### src/rtl/owt_pkg.sv
package owt_pkg;
  localparam int TW = 8;
  typedef logic [TW-1:0] tcnt_t;

  typedef struct packed {
    tcnt_t len;
    tcnt_t low;
    tcnt_t samp;
    logic  samp_en;
    logic  idle;
  } shape_t;

  function automatic shape_t cycle_shape(input logic ovd, input logic rs, input logic dat);
    shape_t s;
    s = '{len: '0, low: '0, samp: '0, samp_en: 1'b0, idle: 1'b0};
    unique case ({ovd, rs, dat})
      3'b000: s = '{len: 8'd9,   low: 8'd8,  samp: 8'd2,  samp_en: 1'b1, idle: 1'b0};
      3'b001: s = '{len: 8'd9,   low: 8'd1,  samp: 8'd2,  samp_en: 1'b1, idle: 1'b0};
      3'b010: s = '{len: 8'd128, low: 8'd64, samp: 8'd74, samp_en: 1'b1, idle: 1'b0};
      3'b011: s = '{len: 8'd128, low: 8'd0,  samp: 8'd0,  samp_en: 1'b0, idle: 1'b1};
      3'b100: s = '{len: 8'd8,   low: 8'd6,  samp: 8'd2,  samp_en: 1'b1, idle: 1'b0};
      3'b101: s = '{len: 8'd8,   low: 8'd1,  samp: 8'd2,  samp_en: 1'b1, idle: 1'b0};
      3'b110: s = '{len: 8'd96,  low: 8'd48, samp: 8'd58, samp_en: 1'b1, idle: 1'b0};
      default: s = '{len: 8'd0,  low: 8'd0,  samp: 8'd0,  samp_en: 1'b0, idle: 1'b1};
    endcase
    return s;
  endfunction
endpackage

### src/rtl/owt_sync.sv
module owt_sync #(
  parameter int STAGES = 2
) (
  input  logic clk,
  input  logic rst,
  input  logic d_i,
  output logic q_o
);
  logic [STAGES-1:0] chain;

  always_ff @(posedge clk) begin
    if (rst) chain <= '1;
    else     chain <= {chain[STAGES-2:0], d_i};
  end

  assign q_o = chain[STAGES-1];
endmodule

### src/rtl/owt_tick.sv
module owt_tick #(
  parameter int DIV_W = 16
) (
  input  logic             clk,
  input  logic             rst,
  input  logic             restart_i,
  input  logic             run_i,
  input  logic [DIV_W-1:0] ratio_i,
  output logic             tick_o
);
  logic [DIV_W-1:0] pcnt;

  always_ff @(posedge clk) begin
    if (rst || restart_i)  pcnt <= '0;
    else if (run_i) begin
      if (pcnt == ratio_i) pcnt <= '0;
      else                 pcnt <= pcnt + 1'b1;
    end
  end

  assign tick_o = run_i && (pcnt == ratio_i);

  AST_PRESCALE_BOUND: assert property (@(posedge clk) disable iff (rst)
    run_i |-> pcnt <= ratio_i);
endmodule

### src/rtl/owt_seq.sv
module owt_seq
  import owt_pkg::*;
(
  input  logic   clk,
  input  logic   rst,
  input  logic   start_i,
  input  logic   ovd_i,
  input  shape_t shape_i,
  input  logic   tick_i,
  input  logic   line_s_i,
  output logic   mode_ovd_o,
  output logic   busy_o,
  output logic   done_o,
  output logic   pull_o,
  output logic   bit_o
);
  tcnt_t cnt, cnt_nx, low_thr, samp_rem;
  logic  samp_en, idle_q, samp_q;

  assign cnt_nx = cnt - 1'b1;

  always_ff @(posedge clk) begin
    if (rst) begin
      cnt        <= '0;
      low_thr    <= '0;
      samp_rem   <= '0;
      samp_en    <= 1'b0;
      idle_q     <= 1'b0;
      samp_q     <= 1'b1;
      mode_ovd_o <= 1'b0;
      busy_o     <= 1'b0;
      done_o     <= 1'b0;
      pull_o     <= 1'b0;
      bit_o      <= 1'b1;
    end else begin
      done_o <= 1'b0;
      if (start_i) begin
        mode_ovd_o <= ovd_i;
        low_thr    <= shape_i.len - shape_i.low;
        samp_rem   <= shape_i.len - shape_i.samp;
        samp_en    <= shape_i.samp_en;
        idle_q     <= shape_i.idle;
        cnt        <= shape_i.len;
        if (shape_i.len == '0) begin
          busy_o <= 1'b0;
          pull_o <= 1'b0;
          done_o <= 1'b1;
          bit_o  <= samp_q;
        end else begin
          busy_o <= 1'b1;
          pull_o <= (shape_i.low != '0);
        end
      end else if (busy_o && tick_i) begin
        cnt    <= cnt_nx;
        pull_o <= (cnt_nx > low_thr) && (cnt_nx != '0);
        if (samp_en && cnt_nx == samp_rem) samp_q <= line_s_i;
        if (cnt_nx == '0) begin
          busy_o <= 1'b0;
          done_o <= 1'b1;
          bit_o  <= samp_q;
        end
      end
    end
  end

  AST_CNT_LIVE: assert property (@(posedge clk) disable iff (rst)
    busy_o |-> cnt != '0);
  AST_IDLE_QUIET: assert property (@(posedge clk) disable iff (rst)
    idle_q |-> !pull_o);
  AST_BIT_HOLD: assert property (@(posedge clk) disable iff (rst)
    !done_o |-> $stable(bit_o));
endmodule

### src/rtl/onewire_slot_engine.sv
module onewire_slot_engine
  import owt_pkg::*;
#(
  parameter int DIV_W = 16,
  parameter int SYNC_STAGES = 2
) (
  input  logic             clk,
  input  logic             rst,
  input  logic             start_i,
  input  logic             ovd_i,
  input  logic             reset_req_i,
  input  logic             dat_i,
  input  logic [DIV_W-1:0] ratio_norm_i,
  input  logic [DIV_W-1:0] ratio_ovd_i,
  input  logic             line_i,
  output logic             line_pull_o,
  output logic             busy_o,
  output logic             done_o,
  output logic             bit_o
);
  shape_t           shape;
  logic             line_s, tick, mode_ovd;
  logic [DIV_W-1:0] ratio_sel;

  assign shape     = cycle_shape(ovd_i, reset_req_i, dat_i);
  assign ratio_sel = mode_ovd ? ratio_ovd_i : ratio_norm_i;

  owt_sync #(.STAGES(SYNC_STAGES)) i_sync (
    .clk(clk), .rst(rst), .d_i(line_i), .q_o(line_s)
  );

  owt_tick #(.DIV_W(DIV_W)) i_tick (
    .clk(clk), .rst(rst), .restart_i(start_i), .run_i(busy_o),
    .ratio_i(ratio_sel), .tick_o(tick)
  );

  owt_seq i_seq (
    .clk(clk), .rst(rst), .start_i(start_i), .ovd_i(ovd_i), .shape_i(shape),
    .tick_i(tick), .line_s_i(line_s), .mode_ovd_o(mode_ovd),
    .busy_o(busy_o), .done_o(done_o), .pull_o(line_pull_o), .bit_o(bit_o)
  );

  AST_PULL_IN_CYCLE: assert property (@(posedge clk) disable iff (rst)
    line_pull_o |-> busy_o);
  AST_DONE_NOT_BUSY: assert property (@(posedge clk) disable iff (rst)
    done_o |-> !busy_o);
  AST_END_SIGNALLED: assert property (@(posedge clk) disable iff (rst)
    $fell(busy_o) |-> done_o);
endmodule

### config.mk
export PLATFORM = sky130hd
export DESIGN_NAME = onewire_slot_engine
export DESIGN_NICKNAME = d
export VERILOG_FILES = /design/src/rtl/owt_pkg.sv /design/src/rtl/owt_sync.sv /design/src/rtl/owt_tick.sv /design/src/rtl/owt_seq.sv /design/src/rtl/onewire_slot_engine.sv
export SDC_FILE = /design/constraint.sdc
export NUM_CORES = 1
export LEC_CHECK = 0
export ABC_AREA = 1
export CORE_ASPECT_RATIO = 0.9
export CORE_MARGIN = 4
export CORE_UTILIZATION = 60
export DETAILED_ROUTE_END_ITERATION = 10
export DONT_BUFFER_PORTS = 1
export PLACE_DENSITY_LB_ADDON = 0.2
export SYNTH_ARGS = -nofsm -noshare
export SYNTH_HDL_FRONTEND = slang
export SYNTH_HIERARCHICAL = 1
export SYNTH_SLANG_ARGS = --single-unit
### constraint.sdc
create_clock -name clk -period 2.2 [get_ports clk]
set_input_delay 0.11 -clock clk [delete_from_list [all_inputs] [get_ports clk]]
set_output_delay 0.11 -clock clk [all_outputs]
set_load 0.05 [all_outputs]
Yosys cells after proc, flatten, opt, wreduce, memory -nomap -nowiden
Cells that the tools add are included.
{"block": "word_totals", "reg_bits": 49, "in_bits": 39, "word_cells": 62}
{"block": "classes", "n_addsub": 4, "order_cmp": 1, "n_eq_ne": 9, "muxes": 20, "n_bitwise": 1, "reduce_logical": 15}
{"op": "26-bit case mux with 7 select lines", "n": 1}
{"op": "16-bit two-way mux", "n": 2}
{"op": "16-bit by 1-bit adder with 16-bit output (second input constant)", "n": 1}
{"op": "16-bit equality test", "n": 1}
{"op": "8-bit logical NOT", "n": 2}
{"op": "8-bit two-way mux", "n": 2}
{"op": "8-bit nonzero test", "n": 2}
{"op": "8-bit subtractor", "n": 2}
{"op": "1-bit two-way mux", "n": 15}
{"op": "3-bit equality test (second input constant)", "n": 3}
{"op": "8-bit equality test", "n": 1}
{"op": "8-bit greater-than comparator", "n": 1}
{"op": "8-bit by 1-bit subtractor with 8-bit output (second input constant)", "n": 1}
{"op": "3-bit by 2-bit equality test with 1-bit output (second input constant)", "n": 2}
{"op": "3-bit AND reduction", "n": 2}
{"op": "1-bit logical AND", "n": 4}
{"op": "2-bit nonzero test", "n": 2}
{"op": "3-bit by 1-bit equality test with 1-bit output (second input constant)", "n": 1}
{"op": "3-bit logical NOT", "n": 1}
{"op": "2-bit by 1-bit != test with 1-bit output (second input constant)", "n": 1}
{"op": "2-bit AND reduction", "n": 1}
{"op": "1-bit logical OR", "n": 1}
{"op": "1-bit NOT", "n": 1}

Depth between registers and ports, before layout
Gate-level depths: netlist of run 1.
{"block": "depth", "ltp_word": 6, "depth_mapped": 22}

Cells and area by module
The synthesis of run 1 kept the hierarchy.
{"module": "owt_seq", "instances": 1, "cells_per_inst": 345, "area_each_um2": 2328.5}
{"module": "owt_tick", "instances": 1, "cells_per_inst": 212, "area_each_um2": 1186.1}
{"module": "onewire_slot_engine", "instances": 1, "cells_per_inst": 68, "area_each_um2": 304.0}
{"module": "owt_sync", "instances": 1, "cells_per_inst": 7, "area_each_um2": 58.8}

Worst setup path after synthesis of run 1
No wires, ideal clock.
{"block": "synth_path", "path_kind": "register to register", "from": "register i_seq.busy_o", "to": "register i_seq.samp_q", "setup_time_ns": 0.124, "t_arrival_ns": 2.053, "path_slack_ns": 0.024, "stages_incl_launch_ff": 17, "synth_period_minus_slack_ns": 2.176, "path_cell_list": "dfxtp_1 > buf_2 > nand2_1 > nor2_1 > nand2_1 > nor2_1 > nand3_2 > inv_1 > nand2_1 > inv_1 > nand2_1 > nor3_1 > nand4_1 > nor2_1 > nand3_1 > nand2_1 > nand3_1"}
{"block": "synth_between", "elab_chain_len": 3}
{"item": "start: declaration", "line": "owt_seq.sv:12", "text": "output logic busy_o,"}
{"item": "start signal: assignment", "line": "owt_seq.sv:31", "text": "busy_o <= 1'b0;"}
{"item": "start signal: assignment", "line": "owt_seq.sv:45", "text": "busy_o <= 1'b0;"}
{"item": "start signal: assignment", "line": "owt_seq.sv:50", "text": "busy_o <= 1'b1;"}
{"item": "1-bit logical AND", "line": "owt_tick.sv:21", "text": "assign tick_o = run_i && (pcnt == ratio_i);"}
{"item": "via tick", "line": "onewire_slot_engine.sv:22", "text": "logic line_s, tick, mode_ovd;"}
{"item": "1-bit logical AND", "line": "owt_seq.sv:53", "text": "end else if (busy_o && tick_i) begin"}
{"item": "3-bit AND reduction (no line)"}
{"item": "end signal: assignment", "line": "owt_seq.sv:56", "text": "if (samp_en && cnt_nx == samp_rem) samp_q <= line_s_i;"}
{"item": "end: declaration", "line": "owt_seq.sv:18", "text": "logic samp_en, idle_q, samp_q;"}
The timed path passes the listed nets, and every way through them passes these cells.
A chain may end at the register's enable or synchronous reset.

Worst setup path after layout of run 1
{"block": "layout_path", "from": "register i_seq.mode_ovd_o", "to": "register i_seq.samp_q"}
{"block": "layout_between", "elab_chain_len": 5}
{"item": "start: declaration", "line": "owt_seq.sv:11", "text": "output logic mode_ovd_o,"}
{"item": "start signal: assignment", "line": "owt_seq.sv:38", "text": "mode_ovd_o <= ovd_i;"}
{"item": "16-bit two-way mux", "line": "onewire_slot_engine.sv:26", "text": "assign ratio_sel = mode_ovd ? ratio_ovd_i : ratio_norm_i;"}
{"item": "via ratio_sel[2]", "line": "onewire_slot_engine.sv:23", "text": "logic [DIV_W-1:0] ratio_sel;"}
{"item": "16-bit equality test", "line": "owt_tick.sv:21"}
{"item": "1-bit logical AND", "line": "owt_tick.sv:21"}
{"item": "via tick", "line": "onewire_slot_engine.sv:22"}
{"item": "1-bit logical AND", "line": "owt_seq.sv:53"}
{"item": "3-bit AND reduction (no line)"}
The timed path passes the listed nets, and every way through them passes these cells.

==> reports/qor.csv, run 1 <==
stage,metric,value,unit
outcome,status,"complete, but fails checks",
outcome,violations,setup timing,
cells_and_area,layoutNonFillerInstCount,765,
die,io_pins,43,
timing,fmax,422,MHz
worst_setup_path,setup.worst_path.start,i_seq/mode_ovd_o,
worst_setup_path,required,2380,ps
die,die-area,7810,um2
worst_setup_path,cp_data_arrival_time,2550,ps
timing,relSlewSlack,38.6,%
job,cap_violations,0,
worst_setup_path,setup.worst_path.end,i_seq/samp_q,
clock_network,insertion_delay,310,ps
worst_setup_path,crit_path_end_kind,flop,
drt,firstDrtPassIters,6,
drt,vias_per_cell,5.32,
worst_setup_path,reg2reg_depth,20,
yosys,netlist_area,3870,um2
timing,finalCritPeriodShare,108,%
global_routing,grt_max_degree,25,
yosys,synthCells,631,
placement,dp.cells,740,
worst_setup_path,crit_type,reg2reg,
clock_network,cts_tree,yes,
drt,num_vias,4069,
timing,timing.hold.ws,3.94,ps
drt,drtIter0Drc,295,
cells_and_area,diodes,0,
cells_and_area,register_area,985,um2
die,die_w,92.7,um
worst_setup_path,reg2reg_slack,-170,ps
cells_and_area,n_fill_cell,560,
power_and_ir_drop,power.switching,777,uW
global_routing,antenna_found_initial,0,
global_routing,grt_pass1_vias,3600,
power_and_ir_drop,p_seq_share,43.9,%
timing,hold_violations,0,
clock_network,clock-sinks,49,
placement,place_hpwl,7600,um
worst_setup_path,worstPathMaxFanout,5,
drt,wirelength,10700,um
cells_and_area,final_net_count,742,
placement,gp_congestion,0.976,
worst_setup_path,timing.rr.end,i_seq/samp_q,
drt,drc,0,
clock_network,clockBufferDepth,2,
global_routing,grt_pass1_wl,16700,um
cells_and_area,synthToLayoutAreaGrowth,17.1,%
global_routing,grt.overflow.total,0,
power_and_ir_drop,power_frac_comb,31.9,%
worst_setup_path,r2r-start,i_seq/mode_ovd_o,
power_and_ir_drop,peakVddDrop,0.342,mV
timing,period_needed,2370,ps
timing,fin_skew,13.7,ps
timing,fin_ws,-168,ps
power_and_ir_drop,pwr-share-clk,24.2,%
timing,rsz0062_at_grt,true,
hold_path,min_path_type,in2reg,
power_and_ir_drop,intPower,1.42,mW
yosys,avgSynthCellArea,6.14,um2
global_routing,grt.total_usage,26.3,%
clock_network,htreeDepth,2,
cells_and_area,layout-drive-gt1-share,17.0,%
power_and_ir_drop,powerDensity,485,nW/um2
die,start_util,62.7,%
clock_network,clk_pin_slew,100,ps
power_and_ir_drop,leakage,2.19,nW
placement,port_buffers,0,
timing,worst_pin_slew,918,ps
worst_setup_path,crit_path_start_kind,flop,
timing,drv_slew,0,
power_and_ir_drop,p_sw_share,35.3,%
cells_and_area,multi_input_area,2620,um2
yosys,ys_warn_count,6,
die,core,6180,um2
clock_network,cts_buffers,5,
die,fp-row-count,27,
die,die_h,84.2,um
drt,detail-route-antenna-nets,0,
clock_network,root_buffer,clkbuf_8,
drt,avgRoutedWirePerCell,14.0,um
timing,setup_viol,10,
==> timing repair <==
action                                 in CTS  in global routing
gates cloned                                1                  3
hold buffers                                4                  1
resized for setup                          19                 44
setup endpoints to repair                  11                 12
endpoints found under the hold margin      30                  2
setup buffers                               2                  7
pin swaps                                   4                 28
==> cell usage in the layout (no fill, tap or decap), types with 5 or more instances in the layout <==
cell type      instances
o21ai_0               26
dlygate4sd3_1          5
dfxtp_1               48
inv_2                  7
xor2_1                19
a21oi_1               26
nor2_2                10
nor2_1                78
clkbuf_8               5
nand2_2               42
nor3_1                 7
conb_1                18
nand4_1               11
ha_1                  24
inv_1                 96
nand3_1               18
nand2_4                5
nand2_1              157
buf_4                 23
a31oi_1                8
xnor2_1               10
==> stage by stage <==
stage / TNS [ps] / instance area (um2) / worst slack [ps] / power [mW] / utilization [%]
floorplan: 0 / 3940 / 23.6 / 1.47 / -
global placement: -803 / 4100 / -161 / 1.57 / 66.3
detailed placement: -1020 / 4100 / -179 / 1.59 / 66.3
CTS: -55.9 / 4300 / -55.9 / 2.15 / 69.6
global route: -2400 / 4530 / -298 / 2.34 / 73.3
finish: -729 / 4530 / -168 / 2.20 / 73.3
==> final cells by class <==
cell class	count	share of cell area (%)
Clock buffer	5	1.52
Clock inverter	3	0.386
Inverter	106	9.13
Multi-Input combinational cell	482	57.8
Sequential cell	49	21.7
Tap cell	87	2.40
Timing Repair Buffer	32	6.71
Timing Repair inverter	1	0.359
==> worst min-delay path by stage <==
stage / startpoint / slack [ps] / endpoint / cells after the start
3_5_place_dp: rst / 180 / i_seq/cnt[6] / 1
5_1_grt: start_i / 40 / i_seq/cnt[5] / 3
3_3_place_gp: rst / 180 / i_seq/cnt[1] / 1
6_report: start_i / 4 / i_seq/cnt[5] / 3
4_1_cts: start_i / 10 / i_seq/cnt[3] / 3
2_1_floorplan: line_i / 190 / i_sync/chain[0] / 2
==> critical path, stage by stage (launching register included) <==
cell       delay, ps
dfxtp_4          410
clkbuf_16        170
nand2_1           80
nand2_2           80
inv_1             40
nand2_1           80
nand2_1           70
nor2_2           140
nand2_1           90
nor2_2           110
nand3_2           90
inv_1             70
nand2_1           60
inv_2             90
nand2_4           60
nor3_2           100
nand4_1          140
nor2_2           150
nand3_1           80
nand2_1           70
nand3_1           60
==> power by group through the flow <==
stage                     clock network (mW)  registers [mW]  logic, mW
after floorplan                            0           0.982      0.489
after global placement                     0           0.982      0.591
after detailed placement                   0           0.984      0.610
after CTS                              0.542           0.964      0.643
after global routing                   0.581           0.971      0.792
final                                  0.532           0.967      0.701
==> layer usage <==
layer	GRT usage [%]	share of wire, %	vias up	routed length (um)
li1	-	-	2034	-
met2	38.6	42	194	4470
met5	0	0	-	0
met1	40.6	46	1821	4900
met3	3.76	11	20	1150
met4	5.99	1.6	0	173
==> sequential cells by signal, indices dropped and copies added, names as in the netlist <==
name and cells:
i_tick/pcnt 16, i_sync/chain 2, i_seq/low_thr 8, i_seq/cnt 8, i_seq/samp_q 1, i_seq/bit_o 1, i_seq/busy_o 1, i_seq/samp_rem 8
i_seq/samp_en 1, i_seq/done_o 1, i_seq/mode_ovd_o 1, i_seq/pull_o 1
(Power assumes the default switching activity.)
==> run 2: changes to the inputs <==
--- a/config.mk
+++ b/config.mk
@@ -11,6 +11,7 @@
 export CORE_UTILIZATION = 60
 export DETAILED_ROUTE_END_ITERATION = 10
 export DONT_BUFFER_PORTS = 1
+export GPL_TIMING_DRIVEN = 0
 export PLACE_DENSITY_LB_ADDON = 0.2
 export SYNTH_ARGS = -nofsm -noshare
 export SYNTH_HDL_FRONTEND = slang
==> run 2 against run 1 <==
- the run still ends with setup timing left
- register-to-register slack lost 110 ps
- final area increased by 5.5%
- routed wire length increased by 4.5%
- global-route usage is 1.4 points higher
- via count rose by 3.3%
- worst setup slack lost 110 ps
- fmax fell by 4.3%
- critical path depth is 1 higher
- clock skew shrank 2.8 ps
- flip-flop and latch count unchanged
- clock-buffer cell count unchanged
==> reports/qor.csv, run 2 (synthesis results as in run 1) <==
stage,metric,value,unit,change
die,fp-row-count,27,,unchanged
timing,finalCritPeriodShare,112,%,was 108%
worst_setup_path,worst_path_max_delay_cell,dfxtp_2,,was dfxtp_4
cells_and_area,n_fill_cell,474,,was 560
clock_network,clk_pin_slew,100,ps,about the same
drt,wirelength,11200,um,"was 10,700 um"
timing,fmax,404,MHz,was 422 MHz
power_and_ir_drop,power_frac_comb,29.8,%,was 31.9%
worst_setup_path,path_cells,"buf_8, clkinv_8, buf_12, nand2_2, nand2_2, nand2_2, nand2_1, nor2_1, nand2_1, nor2_2, nand3_2, inv_2, nand2_2, inv_2, nand2_4, nor3_4, nand4_1, nor2_2, nand3_1, nand2_1, nand3_1",,"was clkbuf_16, nand2_1, nand2_2, inv_1, nand2_1, nand2_1, nor2_2, nand2_1, nor2_2, nand3_2, inv_1, nand2_1, inv_2, nand2_4, nor3_2, nand4_1, nor2_2, nand3_1, nand2_1, nand3_1"
die,core,6180,um2,unchanged
die,die-area,7810,um2,unchanged
global_routing,grt.overflow.total,0,,unchanged
cells_and_area,layoutNonFillerInstCount,785,,was 765
worst_setup_path,crit_path_end_kind,flop,,unchanged
outcome,violations,setup timing,,unchanged
power_and_ir_drop,peakVddDrop,0.284,mV,was 0.342 mV
power_and_ir_drop,p_seq_share,39.1,%,was 43.9%
cells_and_area,diodes,0,,unchanged
clock_network,insertion_delay,310,ps,about the same
timing,fin_skew,10.8,ps,was 13.7 ps
global_routing,grt.total_usage,27.7,%,was 26.3%
drt,vias_per_cell,5.36,,was 5.32
placement,port_buffers,0,,unchanged
timing,setup_tns,-2310,ps,was -729 ps
timing,setup_viol,15,,was 10
timing,hold_violations,0,,unchanged
placement,dp.cells,735,,was 740
drt,drtIter0Drc,348,,was 295
cells_and_area,largest-register,i_tick/pcnt,,unchanged
die,start_util,62.7,%,unchanged
cells_and_area,layout_commonest_cell,nand2_1,,unchanged
power_and_ir_drop,powerDensity,520,nW/um2,was 485 nW/um2
cells_and_area,final_area,4790,um2,was 4530 um2
drt,detail-route-antenna-nets,0,,unchanged
global_routing,antenna_found_initial,0,,unchanged
placement,place_hpwl,7670,um,was 7600 um
clock_network,root_buffer,clkbuf_8,,unchanged
hold_path,min_path_type,in2reg,,unchanged
global_routing,grt_pass1_wl,17600,um,"was 16,700 um"
timing,drv_slew,0,,unchanged
job,cap_violations,0,,unchanged
die,io_pins,43,,unchanged
drt,avgRoutedWirePerCell,14.2,um,was 14.0 um
worst_setup_path,crit_type,reg2reg,,unchanged
clock_network,clockBufferDepth,2,,unchanged
outcome,status,"complete, but fails checks",,unchanged
power_and_ir_drop,power.switching,817,uW,was 777 uW
power_and_ir_drop,p_sw_share,32.9,%,was 35.3%
worst_setup_path,cpPeakStageDelay,360,ps,was 410 ps
clock_network,cts_buffers,5,,unchanged
power_and_ir_drop,leakage,2.30,nW,was 2.19 nW
placement,place_ws,-350,ps,was -179 ps
timing,fin_ws,-275,ps,was -168 ps
die,die_h,84.2,um,unchanged
worst_setup_path,cp_data_arrival_time,2670,ps,was 2550 ps
cells_and_area,synthToLayoutAreaGrowth,23.5,%,was 17.1%
drt,num_vias,4204,,"was 4,069"
worst_setup_path,crit_path_frequent_cell,nand2_2,,was nand2_1
cells_and_area,layout-drive-gt1-share,20.8,%,was 17.0%
worst_setup_path,critPathBufInv,5,,was 4
drt,drc,0,,unchanged
timing,worst_pin_slew,690,ps,was 918 ps
cells_and_area,final_cell_mix,"nand2_1 (148), inv_1 (94), nor2_1 (77), nand2_2 (47), dfxtp_1 (46)",,"was nand2_1 (157), inv_1 (96), nor2_1 (78), dfxtp_1 (48), nand2_2 (42)"
die,die_w,92.7,um,unchanged
timing,relSlewSlack,54.0,%,was 38.6%
power_and_ir_drop,intPower,1.67,mW,was 1.42 mW
cells_and_area,largest_reg_flops,16,,unchanged
worst_setup_path,worstPathMaxFanout,5,,unchanged
timing,period_needed,2470,ps,was 2370 ps
placement,dpl_cell_area,4050,um2,was 4100 um2
clock_network,cts_tree,yes,,unchanged
worst_setup_path,crit_path_start_kind,flop,,unchanged
global_routing,grt_max_degree,16,,was 25
power_and_ir_drop,pwr-share-clk,31.0,%,was 24.2%
cells_and_area,final_net_count,762,,was 742
placement,gp_congestion,0.930,,was 0.976
worst_setup_path,required,2390,ps,was 2380 ps
clock_network,clock-sinks,49,,unchanged
timing,rsz0062_at_grt,true,,unchanged
clock_network,htreeDepth,2,,unchanged
worst_setup_path,cpLargestDelayFamily,simple AND/OR/NAND/NOR gates,,unchanged
drt,firstDrtPassIters,5,,was 6
global_routing,grt_pass1_vias,3777,,"was 3,600"
[run 2: cell count changes in the layout (fill, tap and decap cells not counted), moves of 2 or more]
cell,change
dfxtp_1,-2
nand2_4,+4
nand2_2,+5
buf_8,+3
inv_1,-2
clkbuf_1,+6
buf_2,+2
dfxtp_2,+3
nand2_1,-9
bufinv_16,+2
inv_2,+2
buf_4,+11
[run 2: final cells by class]
cell class | instances | area, um2 | area share [%]
Inverter | 106 | 414 | 8.65
Tap cell | 87 | 109 | 2.27
Timing Repair Buffer | 42 | 374 | 7.82
Multi-Input combinational cell | 481 | 2680 | 55.9
Buffer | 12 | 93.8 | 1.96
Clock inverter | 3 | 65.1 | 1.36
Sequential cell | 49 | 985 | 20.6
Clock buffer | 5 | 68.8 | 1.44
[run 2: path summary, 6_finish.rpt]
check,slack [ps],to,startpoint,cells past startpoint
setup reg to reg,-270,i_seq/samp_q,i_seq/mode_ovd_o,21
setup / recovery,-270,i_seq/samp_q,i_seq/mode_ovd_o,21
hold / removal,60,i_seq/cnt[0],ovd_i,3
hold reg to reg,420,i_sync/chain[1],i_sync/chain[0],2
[run 2: stage by stage]
stage | power [mW] | hold WS (ps) | util (%)
after global routing | 2.61 | 80.2 | 77.4
final | 2.49 | 64.6 | 77.4
after CTS | 2.40 | 61.8 | 73.2
after floorplan | 1.47 | 195 | -
after detailed placement | 1.60 | 213 | 65.5
after global placement | 1.58 | 198 | 65.5
[run 2: per-layer routing]
metal	vias to the layer above	global-route usage [%]	share of wire [%]
met1	1915	39.4	45
met2	198	43.3	44
met5	-	0	0
li1	2064	-	-
met4	0	7.86	2.0
met3	27	4.66	9.5
[run 2: repair_timing]
action / in CTS / in global routing
buffers inserted: 28 / 8
gates cloned: 1 / 1
setup endpoints to repair: 13 / 18
hold buffers: 4 / 0
pin swaps: 17 / 34
resized for setup: 25 / 60
endpoints found under the hold margin: 5 / 0
[run 2: worst reg2reg max path, cell delays in order, from the launching register on]
cell and delay, ps:
dfxtp_2 360, buf_8 150, clkinv_8 80, buf_12 150, nand2_2 70, nand2_2 70, nand2_2 60, nand2_1 50
nor2_1 110, nand2_1 80, nor2_2 90, nand3_2 90, inv_2 60, nand2_2 60, inv_2 110, nand2_4 60
nor3_4 190, nand4_1 140, nor2_2 140, nand3_1 80, nand2_1 70, nand3_1 70
[run 2: power by group through the flow]
stage               clock [mW]  combinational, mW  sequential, mW
finish                   0.772              0.742           0.974
global route             0.805              0.825           0.978
CTS                      0.772              0.659           0.971
detailed placement           0              0.614           0.991
global placement             0              0.589           0.989
floorplan                    0              0.489           0.982
==> run 3: changes to the inputs <==
--- a/config.mk
+++ b/config.mk
@@ -6,9 +6,10 @@
 export NUM_CORES = 1
 export LEC_CHECK = 0
 export ABC_AREA = 1
+export CAP_MARGIN = 0
 export CORE_ASPECT_RATIO = 0.9
 export CORE_MARGIN = 4
-export CORE_UTILIZATION = 60
+export CORE_UTILIZATION = 59
 export DETAILED_ROUTE_END_ITERATION = 10
 export DONT_BUFFER_PORTS = 1
 export GPL_TIMING_DRIVEN = 0
==> constraint.sdc (replaced) <==
create_clock -name clk -period 2 [get_ports clk]
set_input_delay 0.1 -clock clk [delete_from_list [all_inputs] [get_ports clk]]
set_output_delay 0.1 -clock clk [all_outputs]
set_load 0.05 [all_outputs]
==> run 3 against run 2 <==
- the flow still finishes with violations (setup timing)
- clock-buffer cell count grew 1
- global-route usage shrank 2.3 points
- non-clock buffer count shrank 16
- critical path depth shrank 1
- register-to-register slack is essentially flat
- worst setup slack gained 1.6 ps
- via count shrank 5.2%
- sequential share of layout area grew 0.81 points
- die area grew 1.5%
- core utilization shrank 3.5 points
- critical path type unchanged
- largest cell class unchanged
==> reports/qor.csv, run 3 (synthesis results as in run 1) <==
stage,metric,value,unit,change
outcome,status,"complete, but fails checks",,unchanged
outcome,violations,setup timing,,unchanged
placement,place_ws,-540,ps,was -350 ps
global_routing,grt_pass1_vias,3777,,unchanged
die,die_w,93.4,um,was 92.7 um
power_and_ir_drop,leakage,2.19,nW,was 2.30 nW
job,cap_violations,0,,unchanged
die,die_h,84.9,um,was 84.2 um
cells_and_area,diodes,0,,unchanged
global_routing,antenna_found_initial,0,,unchanged
cells_and_area,n_fill_cell,492,,was 474
cells_and_area,synthToLayoutAreaGrowth,19.2,%,was 23.5%
global_routing,grt.overflow.total,0,,unchanged
die,die-area,7930,um2,was 7810 um2
worst_setup_path,crit_path_end_kind,flop,,unchanged
drt,drtIter0Drc,195,,was 348
global_routing,grt_pass1_wl,16400,um,"was 17,600 um"
clock_network,cts_buffers,5,,unchanged
worst_setup_path,setup.worst_path.start,i_seq/mode_ovd_o,,unchanged
clock_network,clockBufferDepth,2,,unchanged
timing,period_needed,2270,ps,was 2470 ps
hold_path,hold_depth,3,,unchanged
worst_setup_path,crit_path_start_kind,flop,,unchanged
die,start_util,62.0,%,was 62.7%
cells_and_area,largest_reg_flops,16,,unchanged
placement,place_hpwl,7510,um,was 7670 um
drt,vias_per_cell,5.18,,was 5.36
timing,rsz0062_at_grt,true,,unchanged
timing,drv_slew,0,,unchanged
drt,firstDrtPassIters,4,,was 5
cells_and_area,final_net_count,746,,was 762
die,fp-row-count,27,,unchanged
drt,num_vias,3984,,"was 4,204"
worst_setup_path,crit_type,reg2reg,,unchanged
cells_and_area,final_cell_mix,"nand2_1 (146), inv_1 (95), nor2_1 (75), nand2_2 (51), dfxtp_1 (46)",,"was nand2_1 (148), inv_1 (94), nor2_1 (77), nand2_2 (47), dfxtp_1 (46)"
timing,relSlewSlack,64.3,%,was 54.0%
placement,gp_congestion,0.935,,was 0.930
worst_setup_path,reg2reg_slack,-270,ps,about the same
global_routing,grt_max_degree,16,,unchanged
clock_network,insertion_delay,300,ps,was 310 ps
timing,fmax,440,MHz,was 404 MHz
worst_setup_path,r2r-start,i_seq/mode_ovd_o,,unchanged
drt,avgRoutedWirePerCell,13.5,um,was 14.2 um
hold_path,min_to,i_tick/pcnt[15],,was i_seq/cnt[0]
clock_network,htreeDepth,2,,unchanged
worst_setup_path,required,2250,ps,was 2390 ps
cells_and_area,largest-register,i_tick/pcnt,,unchanged
timing,finalCritPeriodShare,114,%,was 112%
global_routing,grt.total_usage,25.4,%,was 27.7%
clock_network,clk_pin_slew,90,ps,was 100 ps
power_and_ir_drop,peakVddDrop,0.543,mV,was 0.284 mV
worst_setup_path,worstPathMaxFanout,7,,was 5
die,io_pins,43,,unchanged
cells_and_area,layout-drive-gt1-share,19.8,%,was 20.8%
worst_setup_path,cp_data_arrival_time,2520,ps,was 2670 ps
timing,fin_ws,-273,ps,was -275 ps
timing,setup_viol,13,,was 15
hold_path,min_path_type,in2reg,,unchanged
hold_path,min_from,rst,,was ovd_i
cells_and_area,postLayoutCoreUtil,73.9,%,was 77.4%
drt,drc,0,,unchanged
timing,fin_skew,2.15,ps,was 10.8 ps
power_and_ir_drop,powerDensity,532,nW/um2,was 520 nW/um2
worst_setup_path,reg2reg_depth,20,,was 21
drt,wirelength,10300,um,"was 11,200 um"
drt,detail-route-antenna-nets,0,,unchanged
worst_setup_path,timing.rr.end,i_seq/bit_o,,was i_seq/samp_q
cells_and_area,layout_commonest_cell,nand2_1,,unchanged
clock_network,root_buffer,clkbuf_8,,unchanged
clock_network,clock-sinks,49,,unchanged
die,core,6250,um2,was 6180 um2
clock_network,cts_tree,yes,,unchanged
placement,port_buffers,0,,unchanged
timing,worst_pin_slew,535,ps,was 690 ps
timing,hold_violations,0,,unchanged
[run 3: critical path, cell delays in order (launching register included)]
cell and delay, ps:
dfxtp_4 450, inv_8 70, buf_12 140, nand2_2 60, nand2_2 50, nand2_1 110, nand2_2 70, nor2_2 100
nand2_1 70, nor2_2 90, nand3_2 110, inv_2 70, nand2_2 50, inv_2 80, nand2_2 60, buf_4 150
o21ai_1 120, nand2_2 130, nand2_2 90, nor2_1 40, nor2_1 100
[run 3: power by group]
part / internal [mW] / switching [mW]
registers: 1.02 / 0.0507
clock network: 0.247 / 0.344
logic: 0.313 / 0.478
[run 3: worst max path at each step]
stage	slack [ps]	to	cells after the start
3_5_place_dp	-540	i_seq/samp_rem[7]	15
5_1_grt	-400	i_seq/samp_q	20
6_report	-270	i_seq/bit_o	20
2_1_floorplan	-30	i_seq/samp_q	22
3_3_place_gp	-430	i_seq/samp_rem[7]	15
4_1_cts	-360	i_seq/samp_q	21
[run 3: repair_timing]
action / CTS / global route
hold buffers: 4 / 0
setup endpoints to repair: 15 / 26
pin swaps: 14 / 36
gates resized for setup: 19 / 74
setup buffers: 7 / 13
gates cloned: 2 / 1
endpoints found under the hold margin: 5 / 0
[run 3: layout make-up]
cell class	count	area, um2	share of cell area (%)
Sequential cell	49	987	21.4
Clock buffer	6	72.6	1.57
Clock inverter	2	15.0	0.325
Inverter	106	409	8.86
Tap cell	87	109	2.36
Multi-Input combinational cell	481	2700	58.4
Timing Repair Buffer	27	251	5.45
Buffer	11	75.1	1.63
[run 3: per-stage QoR]
stage / hold WS, ps / area (um2) / instances / setup TNS [ps] / power [mW]
global placement: 186 / 4050 / 735 / -4590 / 1.73
finish: 29.6 / 4620 / 769 / -2160 / 2.46
detailed placement: 190 / 4050 / 735 / -6660 / 1.76
global route: 38.6 / 4620 / 769 / -4360 / 2.61
floorplan: 185 / 3940 / 648 / -31.9 / 1.62
CTS: 31.9 / 4310 / 755 / -2380 / 2.37
[run 3: metal layers]
layer / wire [um] / global-route usage [%] / vias up
li1: - / - / 2034
met1: 4020 / 27.1 / 1806
met2: 5520 / 50.0 / 119
met3: 566 / 3.10 / 25
met4: 240 / 9.85 / 0
met5: 0 / 0 / -
